<file path="config.mk">
export PLATFORM = sky130hd
export DESIGN_NAME = rt_msg_proc
export DESIGN_NICKNAME = d
export VERILOG_FILES = /design/src/rtl/rt_pkg.sv /design/src/rtl/rt_edge_det.sv /design/src/rtl/rt_term_addr.sv /design/src/rtl/rt_ram_mux.sv /design/src/rtl/rt_msg_proc.sv
export SDC_FILE = /design/constraint.sdc
export NUM_CORES = 1
export LEC_CHECK = 0
export CORE_ASPECT_RATIO = 0.8
export CORE_MARGIN = 5
export CORE_UTILIZATION = 41
export DETAILED_ROUTE_END_ITERATION = 8
export GPL_ROUTABILITY_DRIVEN = 0
export PLACE_DENSITY = 0.81
export SYNTH_ARGS = -nofsm -noshare
export SYNTH_HDL_FRONTEND = slang
export SYNTH_SLANG_ARGS = --single-unit
</file>
<file path="constraint.sdc">
create_clock -name clk -period 3.1 [get_ports clk]
set_input_delay 0.93 -clock clk [delete_from_list [all_inputs] [get_ports clk]]
set_output_delay 0.93 -clock clk [all_outputs]
set_load 0.02 [all_outputs]
</file>
<file path="src/rtl/rt_pkg.sv">
package rt_pkg;
   typedef enum logic [2:0] {
      ST_IDLE,
      ST_RX,
      ST_STAT,
      ST_TXD,
      ST_VEC
   } rt_state_e;

   typedef enum logic [1:0] {
      MK_RX,
      MK_TX,
      MK_VEC,
      MK_SYNC
   } msg_kind_e;
endpackage

</file>
<file path="src/rtl/rt_edge_det.sv">
module rt_edge_det #(
   parameter int N    = 2,
   parameter bit RISE = 1'b1
) (
   input  logic         clk,
   input  logic         rst_n,
   input  logic [N-1:0] raw,
   output logic [N-1:0] pulse
);
   logic [N-1:0] s1_q, s2_q;

   always_ff @(posedge clk) begin
      if (!rst_n) begin
         s1_q <= '0;
         s2_q <= '0;
      end else begin
         s1_q <= raw;
         s2_q <= s1_q;
      end
   end

   if (RISE) begin : g_rise
      assign pulse = s1_q & ~s2_q;
   end else begin : g_fall
      assign pulse = ~s1_q & s2_q;
   end

   for (genvar i = 0; i < N; i++) begin : g_chk

      pulse_once_chk: assert property (@(posedge clk) disable iff (!rst_n)
         pulse[i] |=> !pulse[i]);
   end
endmodule

</file>
<file path="src/rtl/rt_term_addr.sv">
module rt_term_addr #(
   parameter int TA_W    = 5,
   parameter bit ODD_PAR = 1'b1
) (
   input  logic            clk,
   input  logic            rst_n,
   input  logic [TA_W-1:0] pins,
   input  logic [TA_W-1:0] cmd_addr,
   output logic [TA_W:0]   id,
   output logic            match
);
   logic [TA_W:0] id_q;
   logic          loaded_q;
   logic          par;

   if (ODD_PAR) begin : g_odd
      assign par = ~^pins;

      ta_par_chk: assert property (@(posedge clk) disable iff (!rst_n)
         loaded_q |-> (($countones(id_q) % 2) == 1));
   end else begin : g_even
      assign par = ^pins;

      ta_par_chk: assert property (@(posedge clk) disable iff (!rst_n)
         loaded_q |-> (($countones(id_q) % 2) == 0));
   end

   always_ff @(posedge clk) begin
      if (!rst_n) begin
         id_q     <= '0;
         loaded_q <= 1'b0;
      end else begin
         id_q     <= {par, pins};
         loaded_q <= 1'b1;
      end
   end

   assign id    = id_q;
   assign match = loaded_q && (id_q[TA_W-1:0] == cmd_addr);
endmodule

</file>
<file path="src/rtl/rt_ram_mux.sv">
module rt_ram_mux #(
   parameter int AW = 10,
   parameter int DW = 16
) (
   input  logic          wr_en,
   input  logic [AW-1:0] wr_addr,
   input  logic [DW-1:0] wr_data,
   input  logic [AW-1:0] rd_addr,
   output logic [AW-1:0] ram_addr,
   output logic          ram_we,
   output logic [DW-1:0] ram_wdata
);
   assign ram_addr  = wr_en ? wr_addr : rd_addr;
   assign ram_we    = wr_en;
   assign ram_wdata = wr_data;
endmodule

</file>
<file path="src/rtl/rt_msg_proc.sv">
module rt_msg_proc
   import rt_pkg::*;
#(
   parameter int TA_W    = 5,
   parameter int SA_W    = 5,
   parameter int WC_W    = 5,
   parameter int WORD_W  = 16,
   parameter bit ODD_PAR = 1'b1,
   parameter int SVC_BIT = 8,
   parameter int VEC_MC  = 16,
   parameter int SYNC_MC = 17
) (
   input  logic                    clk,
   input  logic                    rst_n,
   input  logic [TA_W-1:0]         term_pins,
   input  logic [WORD_W-1:0]       rx_word,
   input  logic                    rx_cmd,
   input  logic                    rx_err,
   input  logic                    rx_stb,
   input  logic                    svc_req,
   input  logic [WORD_W-1:0]       ram_rdata,
   output logic [TA_W:0]           term_id,
   output logic [WORD_W-1:0]       tx_word,
   output logic                    tx_valid,
   output logic [SA_W+WC_W-1:0]    ram_addr,
   output logic                    ram_we,
   output logic [WORD_W-1:0]       ram_wdata
);
   localparam int AW     = SA_W + WC_W;
   localparam int TR_BIT = SA_W + WC_W;
   localparam int TA_LSB = TR_BIT + 1;

   if (TA_LSB + TA_W != WORD_W) begin : g_bad_layout
      $error("command fields do not fill the word");
   end
   if (SVC_BIT >= TA_LSB || SVC_BIT < 1) begin : g_bad_svc
      $error("service bit overlaps another status field");
   end
   if (VEC_MC >= (1 << WC_W) || SYNC_MC >= (1 << WC_W)) begin : g_bad_mc
      $error("mode code does not fit the count field");
   end

   // strobe qualification
   logic [1:0] edges;
   logic       rx_edge, svc_edge;

   rt_edge_det #(.N(2), .RISE(1'b1)) u_edge (
      .clk   (clk),
      .rst_n (rst_n),
      .raw   ({svc_req, rx_stb}),
      .pulse (edges)
   );
   assign rx_edge  = edges[0];
   assign svc_edge = edges[1];

   // command fields
   logic [TA_W-1:0] f_ta;
   logic            f_tr;
   logic [SA_W-1:0] f_sa;
   logic [WC_W-1:0] f_wc;
   logic            f_mode;
   logic            ta_match;

   assign f_ta   = rx_word[WORD_W-1 -: TA_W];
   assign f_tr   = rx_word[TR_BIT];
   assign f_sa   = rx_word[WC_W +: SA_W];
   assign f_wc   = rx_word[WC_W-1:0];
   assign f_mode = (f_sa == '0) || (f_sa == '1);

   rt_term_addr #(.TA_W(TA_W), .ODD_PAR(ODD_PAR)) u_ta (
      .clk      (clk),
      .rst_n    (rst_n),
      .pins     (term_pins),
      .cmd_addr (f_ta),
      .id       (term_id),
      .match    (ta_match)
   );

   // state
   rt_state_e       st_q, dec_state;
   msg_kind_e       kind_q, dec_kind;
   logic [SA_W-1:0] sa_q;
   logic [WC_W-1:0] last_q, idx_q, dec_last;
   logic            svc_q;
   logic            cmd_ok, load;

   assign cmd_ok = rx_edge && rx_cmd && !rx_err && ta_match;
   assign load   = cmd_ok && (st_q == ST_IDLE || st_q == ST_RX);

   always_comb begin
      dec_state = ST_IDLE;
      dec_kind  = MK_RX;
      dec_last  = f_wc - WC_W'(1);
      if (f_mode) begin
         dec_last = '0;
         if (f_tr && f_wc == WC_W'(VEC_MC)) begin
            dec_state = ST_STAT;
            dec_kind  = MK_VEC;
         end else if (!f_tr && f_wc == WC_W'(SYNC_MC)) begin
            dec_state = ST_RX;
            dec_kind  = MK_SYNC;
         end
      end else if (f_tr) begin
         dec_state = ST_STAT;
         dec_kind  = MK_TX;
      end else begin
         dec_state = ST_RX;
         dec_kind  = MK_RX;
      end
   end

   always_ff @(posedge clk) begin
      if (!rst_n) begin
         st_q   <= ST_IDLE;
         kind_q <= MK_RX;
         sa_q   <= '0;
         last_q <= '0;
         idx_q  <= '0;
      end else if (load) begin
         st_q   <= dec_state;
         kind_q <= dec_kind;
         sa_q   <= f_sa;
         last_q <= dec_last;
         idx_q  <= '0;
      end else begin
         case (st_q)
            ST_RX: begin
               if (rx_edge) begin
                  if (rx_err || rx_cmd)    st_q  <= ST_IDLE;
                  else if (idx_q == last_q) st_q <= ST_STAT;
                  else                     idx_q <= idx_q + WC_W'(1);
               end
            end
            ST_STAT: begin
               idx_q <= '0;
               case (kind_q)
                  MK_TX:   st_q <= ST_TXD;
                  MK_VEC:  st_q <= ST_VEC;
                  default: st_q <= ST_IDLE;
               endcase
            end
            ST_TXD: begin
               if (idx_q == last_q) st_q  <= ST_IDLE;
               else                 idx_q <= idx_q + WC_W'(1);
            end
            ST_VEC:  st_q <= ST_IDLE;
            default: st_q <= ST_IDLE;
         endcase
      end
   end

   always_ff @(posedge clk) begin
      if (!rst_n)               svc_q <= 1'b0;
      else if (svc_edge)        svc_q <= 1'b1;
      else if (st_q == ST_VEC)  svc_q <= 1'b0;
   end

   // response words
   logic [WORD_W-1:0] status_w;
   always_comb begin
      status_w = '0;
      status_w[WORD_W-1 -: TA_W] = term_id[TA_W-1:0];
      status_w[SVC_BIT] = svc_q;
   end

   assign tx_valid = (st_q == ST_STAT) || (st_q == ST_TXD) || (st_q == ST_VEC);

   always_comb begin
      case (st_q)
         ST_STAT: tx_word = status_w;
         ST_TXD:  tx_word = ram_rdata;
         ST_VEC:  tx_word = {{(WORD_W-1){1'b0}}, svc_q};
         default: tx_word = '0;
      endcase
   end

   // RAM path selection
   logic          wr_en;
   logic [AW-1:0] rd_addr;

   assign wr_en   = (st_q == ST_RX) && rx_edge && !rx_err && !rx_cmd && (kind_q == MK_RX);
   assign rd_addr = (st_q == ST_TXD) ? {sa_q, idx_q + WC_W'(1)} : {sa_q, {WC_W{1'b0}}};

   rt_ram_mux #(.AW(AW), .DW(WORD_W)) u_mux (
      .wr_en     (wr_en),
      .wr_addr   ({sa_q, idx_q}),
      .wr_data   (rx_word),
      .rd_addr   (rd_addr),
      .ram_addr  (ram_addr),
      .ram_we    (ram_we),
      .ram_wdata (ram_wdata)
   );


   rx_idx_chk: assert property (@(posedge clk) disable iff (!rst_n)
      (st_q == ST_RX) |-> (idx_q <= last_q));

   svc_clr_chk: assert property (@(posedge clk) disable iff (!rst_n)
      (st_q == ST_VEC && !svc_edge) |=> !svc_q);

   vec_seq_chk: assert property (@(posedge clk) disable iff (!rst_n)
      (st_q == ST_STAT && kind_q == MK_VEC) |=> (st_q == ST_VEC));

   stat_ta_chk: assert property (@(posedge clk) disable iff (!rst_n)
      (st_q == ST_STAT) |-> (tx_word[WORD_W-1 -: TA_W] == term_id[TA_W-1:0]));

   err_nowr_chk: assert property (@(posedge clk) disable iff (!rst_n)
      (rx_err && rx_edge) |-> !ram_we);
endmodule

</file>
==> results of run 1 <==
## state kept, by name (all words and copies together), names as in the netlist, 2 cells and up
name and cells:
kind_q 2, st_q 3, u_edge.s1_q 2, last_q 5, sa_q 5, idx_q 5, u_edge.s2_q 2, u_ta.id 6
## synthesized netlist by cell type
library cell,instances,area [um2]
o21ai_0,6,30.0
nor3_1,9,45.0
nor2_1,12,45.0
o41a_1,1,11.3
or4b_2,1,10.0
inv_1,3,11.3
a31o_2,1,8.76
o211ai_1,1,7.51
or2_2,1,6.26
o21a_1,1,7.51
clkbuf_1,8,30.0
or4_4,1,11.3
nor4bb_1,1,10.0
nand2_1,13,48.8
nor3b_1,1,7.51
xor2_1,8,70.1
o31ai_1,3,22.5
ha_1,3,37.5
a21oi_1,3,15.0
xnor2_1,13,114
o31a_1,2,17.5
or4_1,1,7.51
and2_1,12,75.1
nand4_1,2,12.5
buf_6,1,11.3
and3b_1,1,8.76
a22o_1,1,8.76
mux2i_1,14,140
o21bai_1,1,7.51
nor4b_1,2,17.5
nor2b_1,11,68.8
or3_1,6,37.5
dfxtp_1,32,641
nand3_1,4,20.0
a211oi_1,4,30.0
buf_4,16,120
a31oi_1,1,6.26
a32o_1,1,10.0
a21boi_1,5,37.5
nand2b_1,3,18.8
nor4_1,2,12.5
mux2_2,1,11.3
and3_1,12,75.1
## cell type report
type                    instances  area (um2)  area share
repair buffers                114        1090       0.353
flip-flops and latches         32         641       0.208
inverters                       3        11.3     0.00366
clock buffers                   7        86.3      0.0281
clock inverters                 1        7.51     0.00244
well taps                      60        75.1      0.0244
multi-input cells             165        1170       0.380
## worst reg2reg max path: stages (launching register included)
cell	delay (ps)
dfxtp_1	310
nand2b_1	160
or3_4	360
buf_4	150
buf_4	120
or4_4	580
buf_4	200
nand2_1	200
nor3_1	100
## worst paths after layout
path,cells after the start,slack [ps],end
worst min-delay path,2,460,last_q[4]$_SDFFE_PN0P_
worst max-delay path,3,40,tx_word[7]
worst min register to register,2,460,last_q[4]$_SDFFE_PN0P_
worst max register to register,8,800,idx_q[4]$_SDFFE_PP0P_
## cell families after synthesis
family          after synthesis  synth area share
xor+xnor                     21            0.0946
buf+inv                      28            0.0888
simple gates                 95             0.277
mux                          15            0.0779
fa+ha+maj                     3            0.0193
compound gates               31             0.113
flops                        32             0.329
## layer usage
layer	wire (um)	part of all wire	up-vias	track usage
li1	-	-	972	-
met1	2460	0.45	895	0.225
met2	2630	0.48	52	0.292
met3	301	0.055	4	0.0540
met4	34	0.0063	0	0.0467
met5	0	0	-	0
## power groups by stage
stage,Combinational [mW],Sequential (mW),Clock (mW)
after global placement,0.174,0.436,0
final,0.179,0.427,0.330
after floorplan,0.0696,0.442,0
after global routing,0.193,0.428,0.356
after detailed placement,0.177,0.436,0
after CTS,0.181,0.427,0.341
## per-stage QoR
| step | hold WS [ps] | TNS [ps] | utilization |
|---|---|---|---|
| 6_report | 462 | 0 | 0.669 |
| 5_1_grt | 497 | 0 | 0.669 |
| 4_1_cts | 466 | -126 | 0.660 |
| 3_5_place_dp | 442 | -5140 | 0.639 |
| 3_3_place_gp | 430 | -4470 | 0.639 |
| 2_1_floorplan | 421 | 0 | - |
## timing repair
item	CTS	global route
pin swaps	5	3
setup buffers	3	0
endpoints found under the hold margin	0	0
setup endpoints to repair	7	14
resized for setup	36	14
gates cloned	0	0
==> reports/metrics.csv, run 1 <==
metric,value,unit
drtIter0Drc,132,
antennaDiodeCount,0,
numClockSinks,32,
min_from,last_q[4]$_SDFFE_PN0P_,
core_area,4600,um2
worst_slack,40.6,ps
grt_antenna_before_repair,0,
final-setup-viol-count,0,
slew_violations,0,
tightest_slew,554,ps
ctsHtreeMaxLevel,2,
cap_violations,0,
cp.arrival,2130,ps
startpoint,ram_rdata[7],
seq_power_share,0.456,
final_area,3070,um2
critPathKind,input port to primary output,
net-switching-power,226,uW
cp_common_cell,clkdlybuf4s50_1,
die_h,71.6,um
netlist_instances,225,
final_cell_count_no_fill,382,
crit_slowest_cell,clkdlybuf4s50_1,
final_common_cell,clkdlybuf4s50_1,
root_buffer,clkbuf_8,
start_util,0.423,
power,936,uW
leakagePower,1.39,nW
dp.cells,371,
syn2layout_area_growth,58.1,%
drc_errors,0,
wl_per_cell,14.2,um
p_comb_frac,0.191,
period_needed,3060,ps
worstHoldPathType,register to register,
drive_gt1_frac,0.143,
synth_area,1940,um2
swShare,0.241,
finalWirelength,5430,um
grt_pass1_vias,1855,
status,completed,
ios,93,
clock_latency,280,ps
clk_pin_slew,60,ps
ir_drop,0.309,mV
critPathBufInv,2,
rsz0062_at_grt,no,
end_kind,primary output,
power.density,305,nW/um2
critPathLaunchType,input port,
grt_pass1_wl,8790,um
seq_area_frac_synth,0.329,
fmax,0.327,GHz
grtUsageTotal,0.178,
vias,1923,
pre_cts_ws,-880,ps
final_hold_viol_count,0,
grt_overflow,0,
ys_types,43,
mostFrequentLayoutCells,"clkdlybuf4s50_1 (75), dfxtp_1 (32), buf_4 (21)",
syn-num-nets,271,
slowest_delay,600,ps
cts.hold.buffers_added,0,
p_clk_frac,0.353,
p_int,710,uW
viasPerCell,5.03,
cts_buffer_depth,2,
dp_hpwl,4190,um
nNetsFinal,367,
worst_ep_required_time,2170,ps
yosys_warnings,0,
placed_area,2940,um2
clock_skew,4.09,ps
cts_tree,yes,
critPathTopFamily,buffers and inverters,
path_cells,"clkdlybuf4s50_1, and3_1, clkdlybuf4s50_1",
rr_startpoint,u_edge.s2_q[0]$_SDFF_PN0_,
grt_max_degree,20,
row_count,22,
die_area,6230,um2
drt_pass1_iterations,4,
synth-seq-cells,32,
synth.avg_cell_area,8.64,um2
fill_cells,383,
numCtsBuffers,5,
slew_headroom,0.628,
die_w,87.0,um
io_buffer_count,92,
ant_nets,0,
critPathMaxFanout,1,
fin_crit_sh,0.987,
No activity file was read; power rests on OpenSTA's default activity.
==> run 2, diff against run 1 <==
- CORE_UTILIZATION: 41 -> 42
- CTS_BUF_LIST: not set -> sky130_fd_sc_hd__clkbuf_4
- PLACE_DENSITY: 0.81 -> 0.82
==> reports/metrics.csv, run 2 (synthesized netlist as in run 1, its figures left out) <==
metric,value,unit
status,"complete, but fails checks",
violations,setup timing,
fin_crit_sh,1.02,
final_hold_viol_count,0,
start_util,0.428,
grt_pass1_wl,8660,um
grtUsageTotal,0.176,
slew_violations,0,
final_area,3050,um2
clock_skew,13.2,ps
root_buffer,clkbuf_4,
critPathLaunchType,input port,
core_area,4540,um2
slew_headroom,0.624,
clk_pin_slew,90,ps
die_area,6100,um2
cts.hold.buffers_added,0,
end_kind,primary output,
dp_hpwl,4330,um
drt_pass1_iterations,4,
cts_buffer_depth,2,
power,921,uW
holdWs,465,ps
drtIter0Drc,54,
row_count,22,
power.density,302,nW/um2
viasPerCell,5.02,
cap_violations,0,
rsz0062_at_grt,yes,
grt_antenna_before_repair,0,
mostFrequentLayoutCells,"clkdlybuf4s50_1 (73), dfxtp_1 (31), buf_4 (22)",
vias,1918,
final_common_cell,clkdlybuf4s50_1,
io_buffer_count,92,
antennaDiodeCount,0,
critPathMaxFanout,4,
ant_nets,0,
drive_gt1_frac,0.143,
grt_overflow,0,
wl_per_cell,14.1,um
fmax,0.316,GHz
ios,93,
worstHoldPathType,register to register,
die_w,86.1,um
grt_max_degree,20,
cts_tree,yes,
leakagePower,1.42,nW
tightest_slew,560,ps
fill_cells,369,
nNetsFinal,367,
grt_pass1_vias,1872,
clock_latency,340,ps
final-setup-viol-count,2,
cp.arrival,2230,ps
period_needed,3160,ps
die_h,70.9,um
numCtsBuffers,5,
finalWirelength,5380,um
syn2layout_area_growth,57.0,%
placed_area,2930,um2
critPathKind,input port to primary output,
largest_reg_flops,6,
ir_drop,0.303,mV
worst_slack,-61.7,ps
drc_errors,0,
numClockSinks,32,
ctsHtreeMaxLevel,2,
worst_ep_required_time,2170,ps
## run 2: critical path, cell delays in order
cell	delay, ps
buf_6	90
or3_4	370
nor4b_4	320
buf_4	190
o21ai_2	50
o31ai_1	70
buf_2	200
## run 2: per-stage QoR
stage,setup TNS [ps],std cells,setup WS (ps),util
floorplan,0,225,37.8,-
finish,-117,382,-61.7,0.672
detailed placement,-5000,370,-852,0.645
global placement,-4440,370,-794,0.645
CTS,-221,379,-99.1,0.660
global route,-239,382,-110,0.672
## run 2: layout make-up
class / count / area [um2] / share of cell area
clock buffers: 5 / 37.5 / 0.0123
multi-input cells: 165 / 1150 / 0.378
clock inverters: 3 / 42.5 / 0.0139
flip-flops and latches: 32 / 642 / 0.210
inverters: 3 / 11.3 / 0.00369
well taps: 60 / 75.1 / 0.0246
repair buffers: 114 / 1090 / 0.357
## run 2: path summary, 6_finish.rpt
path	start	end	slack (ps)	depth (start not counted)
hold reg to reg	last_q[4]$_SDFFE_PN0P_	last_q[4]$_SDFFE_PN0P_	470	2
hold / removal	last_q[4]$_SDFFE_PN0P_	last_q[4]$_SDFFE_PN0P_	470	2
setup reg to reg	u_edge.s2_q[0]$_SDFF_PN0_	last_q[4]$_SDFFE_PN0P_	760	7
setup / recovery	rx_err	ram_addr[2]	-60	7
## run 2: per-layer routing
metal	share of wire	vias to the layer above	routed length, um	global-route usage
met2	0.49	47	2610	0.284
met5	0	-	0	0
li1	-	975	-	-
met3	0.053	8	286	0.0512
met4	0.011	0	59	0.0527
met1	0.45	888	2420	0.226
## run 2: power by group
group / total, mW / internal, mW / switching, mW
clock: 0.319 / 0.168 / 0.151
combinational: 0.175 / 0.108 / 0.0677
sequential: 0.427 / 0.421 / 0.00589
total: 0.921 / 0.696 / 0.225
## run 2: what timing repair did
item | in CTS | in global routing
endpoints found under the setup margin | 9 | 16
setup buffers | 1 | 3
resized for setup | 39 | 13
pin swaps | 5 | 4
endpoints found under the hold margin | 0 | 0
==> run 3, diff against run 2 <==
- HOLD_SLACK_MARGIN: not set -> 0.05
- PLACE_DENSITY: 0.82 -> not set
- PLACE_DENSITY_LB_ADDON: not set -> 0.12
==> reports/metrics.csv, run 3 (synthesized netlist as in run 1, its figures left out) <==
metric,value,unit
slowest_delay,380,ps
start_util,0.428,
tightest_slew,583,ps
worst_ep_required_time,2170,ps
ios,93,
critPathMaxFanout,4,
timing.setup.tns,-51.5,ps
pre_cts_ws,-815,ps
fin_crit_sh,1.01,
grt_pass1_wl,8070,um
leakagePower,1.35,nW
swShare,0.263,
cp.arrival,2200,ps
net-switching-power,219,uW
placed_area,2930,um2
crit_slowest_cell,or3_4,
die_w,86.1,um
cts_tree,yes,
final_area,3020,um2
numClockSinks,32,
drc_errors,0,
status,"complete, but fails checks",
power.density,276,nW/um2
viasPerCell,4.97,
power,833,uW
row_count,22,
critPathTopFamily,simple AND/OR/NAND/NOR gates,
clock_latency,330,ps
ctsHtreeMaxLevel,2,
period_needed,3130,ps
final_cell_count_no_fill,380,
cts_buffer_depth,2,
slew_headroom,0.608,
critPathLaunchType,input port,
ir_drop,0.212,mV
ant_nets,0,
p_int,614,uW
nNetsFinal,365,
drive_gt1_frac,0.147,
drtIter0Drc,121,
grt_overflow,0,
mostFrequentLayoutCells,"clkdlybuf4s50_1 (76), dfxtp_1 (31), buf_4 (22)",
p_comb_frac,0.208,
path_cells,"buf_6, or3_4, nor4b_4, buf_4, o21ai_2, o31ai_1, buf_2",
die_h,70.9,um
dp_hpwl,4040,um
antennaDiodeCount,0,
grt_pass1_vias,1789,
vias,1888,
root_buffer,clkbuf_4,
worst_slack,-25.1,ps
drt_pass1_iterations,4,
cap_violations,0,
final-setup-viol-count,3,
cts.hold.buffers_added,0,
violations,setup timing,
finalWirelength,5080,um
largest_reg_flops,6,
syn2layout_area_growth,55.2,%
grt_max_degree,20,
slew_violations,0,
end_kind,primary output,
grt_antenna_before_repair,0,
p_clk_frac,0.281,
regToRegSetupSlack,910,ps
clock_skew,9.15,ps
worstHoldPathType,register to register,
final_common_cell,clkdlybuf4s50_1,
clk_pin_slew,110,ps
fmax,0.320,GHz
dp.cells,370,
final_hold_viol_count,0,
seq_power_share,0.512,
critPathBufInv,3,
wl_per_cell,13.4,um
rsz0062_at_grt,yes,
io_buffer_count,92,
die_area,6100,um2
grtUsageTotal,0.162,
core_area,4540,um2
critPathKind,input port to primary output,
numCtsBuffers,5,
run 3: cell count changes in the layout (fill, tap and decap cells not counted), sizes merged:
cell	change
bufinv	-1
buf	-2
clkinvlp	-1
clkdlybuf4s50	+3
dlymetal6s2s	-3
clkinv	+2
run 3: power by group through the flow:
| stage | Sequential [mW] | Combinational [mW] | Clock, mW |
|---|---|---|---|
| after floorplan | 0.442 | 0.0696 | 0 |
| after global placement | 0.436 | 0.172 | 0 |
| after detailed placement | 0.436 | 0.174 | 0 |
| after CTS | 0.426 | 0.175 | 0.243 |
| after global routing | 0.428 | 0.185 | 0.261 |
| final | 0.426 | 0.173 | 0.234 |
run 3: final timing paths:
path	from	endpoint	cells past startpoint
setup reg to reg	u_edge.s2_q[0]$_SDFF_PN0_	last_q[4]$_SDFFE_PN0P_	6
hold reg to reg	u_edge.s1_q[1]$_SDFF_PN0_	u_edge.s2_q[1]$_SDFF_PN0_	1
hold / removal	u_edge.s1_q[1]$_SDFF_PN0_	u_edge.s2_q[1]$_SDFF_PN0_	1
setup / recovery	rx_err	ram_addr[3]	7
run 3: per-layer routing:
| metal | share of wire | routed length (um) | GRT usage | up-vias |
|---|---|---|---|---|
| li1 | - | - | - | 970 |
| met1 | 0.46 | 2320 | 0.215 | 873 |
| met2 | 0.48 | 2440 | 0.263 | 41 |
| met3 | 0.054 | 274 | 0.0396 | 4 |
| met4 | 0.0079 | 40 | 0.0422 | 0 |
| met5 | 0 | 0 | 0 | - |
run 3: layout make-up:
type | count | area (um2)
sequential | 32 | 642
clock inverter | 3 | 18.8
timing repair buffer | 112 | 1070
fill | 416 | 1520
multi-input combinational | 165 | 1170
inverter | 3 | 11.3
tap | 60 | 75.1
clock buffer | 5 | 37.5
run 3: timing repair:
item | CTS | global route
pin swaps | 5 | 3
endpoints found under the hold margin | 0 | 0
endpoints found under the setup margin | 7 | 13
setup buffers | 2 | 0
gates cloned | 0 | 0
gates resized for setup | 41 | 12
run 3: stage by stage:
stage	hold slack, ps	utilization
final	463	0.664
after global routing	488	0.664
after CTS	467	0.657
after detailed placement	438	0.645
after global placement	432	0.645
after floorplan	421	-
